[src/rtl/pcb_pkg.sv]
package pcb_pkg;
  localparam int DATA_W   = 8;
  localparam int NUM_PROT = 3;
  localparam int SEL_W    = 2;
  localparam int PAGE_W   = 4;

  typedef logic [DATA_W-1:0] cfg_byte_t;

  localparam logic [SEL_W-1:0] SLOT_MAP  = 2'd0;
  localparam logic [SEL_W-1:0] SLOT_TCTL = 2'd1;
  localparam logic [SEL_W-1:0] SLOT_OPT  = 2'd2;
  localparam logic [SEL_W-1:0] SLOT_MODE = 2'd3;

  // per protected slot: reset value, implemented bits, write-once
  localparam cfg_byte_t PROT_RST  [NUM_PROT] = '{8'h01, 8'h00, 8'h10};
  localparam cfg_byte_t PROT_IMPL [NUM_PROT] = '{8'hFF, 8'h0F, 8'hFF};
  localparam logic [NUM_PROT-1:0] PROT_ONCE = 3'b011;
endpackage

[src/rtl/pcb_cycle_window.sv]
module pcb_cycle_window #(
  parameter int WINDOW = 64
) (
  input  logic clk,
  input  logic rst_n,
  output logic open_o
);
  localparam int CW = $clog2(WINDOW + 1);
  localparam logic [CW-1:0] LIMIT = CW'(WINDOW);

  logic [CW-1:0] cnt_q, cnt_d;
  logic          cnt_en;

  // saturating count of bus cycles since reset release
  always_comb begin
    cnt_en = (cnt_q != LIMIT);
    cnt_d  = cnt_q + CW'(1);
  end

  always_ff @(posedge clk or negedge rst_n) begin
    if (!rst_n)      cnt_q <= '0;
    else if (cnt_en) cnt_q <= cnt_d;
  end

  assign open_o = cnt_en;
endmodule

[src/rtl/pcb_prot_reg.sv]
module pcb_prot_reg #(
  parameter int             W    = 8,
  parameter logic [W-1:0]   RST  = '0,
  parameter logic [W-1:0]   IMPL = '1,
  parameter bit             ONCE = 1'b0
) (
  input  logic         clk,
  input  logic         rst_n,
  input  logic         wr_i,
  input  logic         window_open_i,
  input  logic         special_i,
  input  logic [W-1:0] wdata_i,
  output logic [W-1:0] q_o,
  output logic         locked_o
);
  logic [W-1:0] val_q, val_d;
  logic         lock_q;
  logic         accept;
  logic         blocked;

  always_comb begin
    blocked = ONCE & lock_q;
    accept  = wr_i & (special_i | (window_open_i & ~blocked));
    val_d   = wdata_i & IMPL;
  end

  always_ff @(posedge clk or negedge rst_n) begin
    if (!rst_n) begin
      val_q  <= RST & IMPL;
      lock_q <= 1'b0;
    end else if (accept) begin
      val_q  <= val_d;
      lock_q <= 1'b1;
    end
  end

  assign q_o      = val_q;
  assign locked_o = lock_q;
endmodule

[src/rtl/pcb_map_decode.sv]
module pcb_map_decode #(
  parameter int ADDR_W    = 16,
  parameter int PAGE_W    = 4,
  parameter int RAM_BYTES = 256,
  parameter int REG_BYTES = 64
) (
  input  logic [ADDR_W-1:0] addr_i,
  input  logic [PAGE_W-1:0] ram_page_i,
  input  logic [PAGE_W-1:0] reg_page_i,
  output logic              ram_sel_o,
  output logic              reg_sel_o
);
  localparam int OFF_W = ADDR_W - PAGE_W;
  localparam logic [OFF_W-1:0] RAM_LIM = OFF_W'(RAM_BYTES);
  localparam logic [OFF_W-1:0] REG_LIM = OFF_W'(REG_BYTES);

  logic [PAGE_W-1:0] page;
  logic [OFF_W-1:0]  offs;
  logic              ram_hit, reg_hit;

  always_comb begin
    page      = addr_i[ADDR_W-1 -: PAGE_W];
    offs      = addr_i[OFF_W-1:0];
    ram_hit   = (page == ram_page_i) && (offs < RAM_LIM);
    reg_hit   = (page == reg_page_i) && (offs < REG_LIM);
    reg_sel_o = reg_hit;
    ram_sel_o = ram_hit & ~reg_hit;
  end
endmodule

[src/rtl/prot_cfg_bank.sv]
module prot_cfg_bank
  import pcb_pkg::*;
#(
  parameter int ADDR_W    = 16,
  parameter int WINDOW    = 64,
  parameter int RAM_BYTES = 256,
  parameter int REG_BYTES = 64
) (
  input  logic              clk,
  input  logic              rst_n,
  input  logic              special_strap_i,
  input  logic              cfg_sel_i,
  input  logic              cfg_we_i,
  input  logic [SEL_W-1:0]  cfg_addr_i,
  input  logic [DATA_W-1:0] cfg_wdata_i,
  output logic [DATA_W-1:0] cfg_rdata_o,
  input  logic [ADDR_W-1:0] bus_addr_i,
  output logic              ram_sel_o,
  output logic              reg_sel_o,
  output logic              special_o,
  output logic              win_closed_o
);
  logic                               wr_en;
  logic                               win_open;
  logic                               exit_q, exit_d, exit_en;
  logic                               special;
  logic [NUM_PROT-1:0]                prot_wr;
  logic [NUM_PROT-1:0]                lock_v;
  logic [NUM_PROT-1:0][DATA_W-1:0]    prot_q;

  assign wr_en = cfg_sel_i & cfg_we_i;

  pcb_cycle_window #(.WINDOW(WINDOW)) u_win (
    .clk    (clk),
    .rst_n  (rst_n),
    .open_o (win_open)
  );

  // test mode: strap qualified by a one-way software exit
  always_comb begin
    exit_en = wr_en && (cfg_addr_i == SLOT_MODE) && !cfg_wdata_i[0];
    exit_d  = 1'b1;
    special = special_strap_i & ~exit_q;
  end

  always_ff @(posedge clk or negedge rst_n) begin
    if (!rst_n)       exit_q <= 1'b0;
    else if (exit_en) exit_q <= exit_d;
  end

  for (genvar i = 0; i < NUM_PROT; i++) begin : g_prot
    assign prot_wr[i] = wr_en && (cfg_addr_i == SEL_W'(i));
    pcb_prot_reg #(
      .W    (DATA_W),
      .RST  (PROT_RST[i]),
      .IMPL (PROT_IMPL[i]),
      .ONCE (PROT_ONCE[i])
    ) u_reg (
      .clk           (clk),
      .rst_n         (rst_n),
      .wr_i          (prot_wr[i]),
      .window_open_i (win_open),
      .special_i     (special),
      .wdata_i       (cfg_wdata_i),
      .q_o           (prot_q[i]),
      .locked_o      (lock_v[i])
    );
  end

  always_comb begin
    unique case (cfg_addr_i)
      SLOT_MAP:  cfg_rdata_o = prot_q[0];
      SLOT_TCTL: cfg_rdata_o = prot_q[1];
      SLOT_OPT:  cfg_rdata_o = prot_q[2];
      default:   cfg_rdata_o = {{(DATA_W-1){1'b0}}, special};
    endcase
  end

  pcb_map_decode #(
    .ADDR_W    (ADDR_W),
    .PAGE_W    (PAGE_W),
    .RAM_BYTES (RAM_BYTES),
    .REG_BYTES (REG_BYTES)
  ) u_dec (
    .addr_i     (bus_addr_i),
    .ram_page_i (prot_q[0][DATA_W-1 -: PAGE_W]),
    .reg_page_i (prot_q[0][PAGE_W-1:0]),
    .ram_sel_o  (ram_sel_o),
    .reg_sel_o  (reg_sel_o)
  );

  assign special_o    = special;
  assign win_closed_o = ~win_open;
endmodule

[config.mk]
export PLATFORM = sky130hd
export DESIGN_NAME = prot_cfg_bank
export DESIGN_NICKNAME = d
export VERILOG_FILES = /design/src/rtl/pcb_pkg.sv /design/src/rtl/pcb_cycle_window.sv /design/src/rtl/pcb_prot_reg.sv /design/src/rtl/pcb_map_decode.sv /design/src/rtl/prot_cfg_bank.sv
export SDC_FILE = /design/constraint.sdc
export NUM_CORES = 1
export LEC_CHECK = 0
export BUFFER_PORTS_ARGS = -buffer_cell sky130_fd_sc_hd__buf_4
export CAP_MARGIN = 10
export CORE_MARGIN = 2
export CORE_UTILIZATION = 50
export DETAILED_ROUTE_END_ITERATION = 16
export GPL_TIMING_DRIVEN = 1
export MAX_ROUTING_LAYER = met4
export PLACE_DENSITY = 0.8
export SLEW_MARGIN = 10
export SYNTH_ARGS = -nofsm -noshare
export SYNTH_HDL_FRONTEND = slang
export SYNTH_SLANG_ARGS = --single-unit
export TNS_END_PERCENT = 100
[constraint.sdc]
create_clock -name clk -period 2.4 [get_ports clk]
set_input_delay 0.48 -clock clk [delete_from_list [all_inputs] [get_ports clk]]
set_output_delay 0.48 -clock clk [all_outputs]
set_load 0.01 [all_outputs]
==> key figures <==
Status
  – Status: completed

Floorplanning
  – Die width: 59.28 um
  – Row count: 20
  – Starting Density: 51.30%
  – Die area: 3514 um2
  – Core area: 2978 um2
  – I/O pin cnt: 43
  – Die Ht: 59.28 um

STA
  – Fmax achieved: 443.9 MHz
  – Max Slew Vio Count: 0
  – Final hold viol count: 0
  – Unrepaired setup endpoints after global routing: no
  – Final Skew: 0.006662 ns
  – Post-route setup slack: 0.1472 ns
  – Final min period: 2.253 ns
  – Worst Max-Slew Pin Slew: 0.5700 ns
  – Endpoints failing setup: 0
  – Post-route setup TNS: 0 ns
  – Fin crit share: 93.87%
  – Slew headroom: 61.88%

Place
  – Dpl ws: 0.1245 ns
  – GP Congestion: 0.7607
  – Post-DP HPWL: 2280 um
  – Dpl cells: 189
  – PortBufs: 36
  – Area post-placement: 1829 um2

Logic synthesis
  – Top-count cell post-synth: dfrtp_1
  – Number of synthesized flops with an enable pin: 0
  – Synth area leader: dfrtp_1
  – Post-synth ARST share: 100.0%
  – Yosys reg bits: 30
  – Top-area cell type share of the netlist area: 45.86%
  – Synth cell count leaders: dfrtp_1, mux2_2, xnor2_1, inv_1, mux2i_1
  – Yosys warnings: 0
  – Synth unique cells: 32
  – Post-Syn Area per Cell: 12.52 um2
  – Synthesized instance count: 122
  – Sequential share of the synthesized area: 49.30%
  – Mapped Area: 1528 um2
  – Mapped Nets: 155
  – Top_reg_cell synth: dfrtp_1
  – Area contributors post-synth: dfrtp_1, mux2_2, xnor2_1

CTS
  – Clk_lat worst skew: 0.33 ns
  – CTS Buf Count: 5
  – # hold bufs at CTS: 0
  – Post-cts gate resize count: 0
  – CTS root buf: clkbuf_4
  – Max H-tree Level: 2
  – Clock sinks: 30
  – TritonCTS clock tree: done
  – CTS clk-pin slew, worst paths: 0.09 ns
  – Worst-case clock buffer depth: 2
  – Post-CTS setup buffer count: 0

Power and ir drop
  – P_leak: 0.0008701 uW
  – Pwr dens: 705.8 nW/um2
  – Peak supply drop: 0.0004199 V
  – Overall power: 1326 uW

Min path
  – HP Class: in2async

Detailed routing
  – Vias: 1075
  – Wire length per cell: 15.35 um
  – Initial drt markers: 29
  – Drt via density: 5.457
  – Residual DRC: 0
  – Post-DRT Antenna Nets: 0
  – Final wirelength: 3023 um
  – DR pass1 iterations: 4

Critical path
  – Startpoint types: primary input
  – Worst EP required: 1.92 ns
  – FF-to-FF setup slack: 0.37 ns
  – Worst Path Buf+Inv: 2
  – CP endpoint kind: output pin
  – CP most frequent cell: buf_4
  – Crit path DAT: 1.77 ns
  – Crit path largest cell delay: 0.54 ns
  – Crit-path leading delay family: simple AND/OR/NAND/NOR gates
  – Slowest stage cell, crit path: or4_1
  – Crit path kind: in2out
  – Worst path cell trace: buf_4 > or4_1 > a2111oi_1 > and3_1 > nor3_1 > buf_4
  – Max Fanout on Critical Path: 2

Global route
  – Vias in the first global route: 1153
  – Gr ovfl total: 0
  – Total GRT Usage: 20.66%
  – Pin count of the biggest net entering global routing: 31
  – Initial antenna violation count: 0
  – First-pass GRT wire length: 5030 um

Layout
  – Area Overhead vs Synth: 23.01%
  – Layout cells sized above 1: 43.29%
  – Final Non-Filler Cells: 197
  – Total inserted antenna cells: 0
  – Final instance area: 1879 um2
  – Fillers: 242
  – Post-layout nets: 196

Run
  – Max Cap Viol: 0
-- through the flow --
step	hold slack [ns]	utilization (%)
global placement	0.4242	61.43
floorplan	0.1844	-
global route	0.07144	63.11
CTS	0.06945	63.07
finish	0.05242	63.11
detailed placement	0.4304	61.43
-- layout make-up --
class	count	area, um2	share of cell area (%)
flip-flops and latches	30	753.2	40.08
multi-input cells	80	728.2	38.75
repair buffers	36	270.3	14.38
clock buffers	8	48.80	2.597
well taps	33	41.29	2.197
inverters	10	37.54	1.997
-- layout by cell type, fill, tap and decap left out, drive strengths merged, types with 2 or more instances in the layout --
| cell type | instances |
|---|---|
| dfstp | 2 |
| inv | 10 |
| mux2 | 20 |
| nand2b | 3 |
| ha | 2 |
| o21ai | 6 |
| and3 | 2 |
| mux2i | 7 |
| nand2 | 5 |
| clkbuf | 8 |
| dfrtp | 28 |
| nor2 | 5 |
| a2111oi | 3 |
| nand3 | 6 |
| buf | 36 |
| xnor2 | 11 |
-- where the power goes --
group / switching (uW) / internal (uW) / total [uW]
clock network: 161 / 116 / 277
registers: 80.1 / 627 / 707
logic: 132 / 210 / 342
-- logic make-up after synthesis --
| group | after synthesis | share of synthesized area (%) |
|---|---|---|
| mux | 28 | 20.80 |
| xor+xnor | 11 | 6.306 |
| flops | 30 | 49.30 |
| fa+ha+maj | 2 | 1.638 |
| simple gates | 26 | 9.746 |
| compound gates | 13 | 9.092 |
| buf+inv | 12 | 3.112 |
-- routing by layer --
metal	vias to the layer above	share of wire (%)	global-route usage (%)
met4	0	2.4	12.99
met2	21	52	31.55
met5	-	0	-
met1	533	40	23.90
li1	514	-	-
met3	7	5.4	5.677
-- path summary, 6_finish.rpt --
path	startpoint	endpoint	depth (start not counted)
min	rst_n	u_win.cnt_q[0]	1
min in group clk	cfg_wdata_i[0]	exit_q	2
max in group asynchronous	rst_n	g_prot[0].u_reg.q_o[0]	1
max	bus_addr_i[10]	ram_sel_o	6
max reg2reg	u_win.cnt_q[0]	g_prot[2].u_reg.q_o[5]	6
min reg2reg	g_prot[1].u_reg.locked_o	g_prot[1].u_reg.locked_o	1
-- sequential cells by signal, indices dropped and copies added (netlist names) --
signal	cells
g_prot.u_reg.locked_o	2
u_win.cnt_q	7
g_prot.u_reg.q_o	20
exit_q	1
No activity file was read; power rests on OpenSTA's default activity.
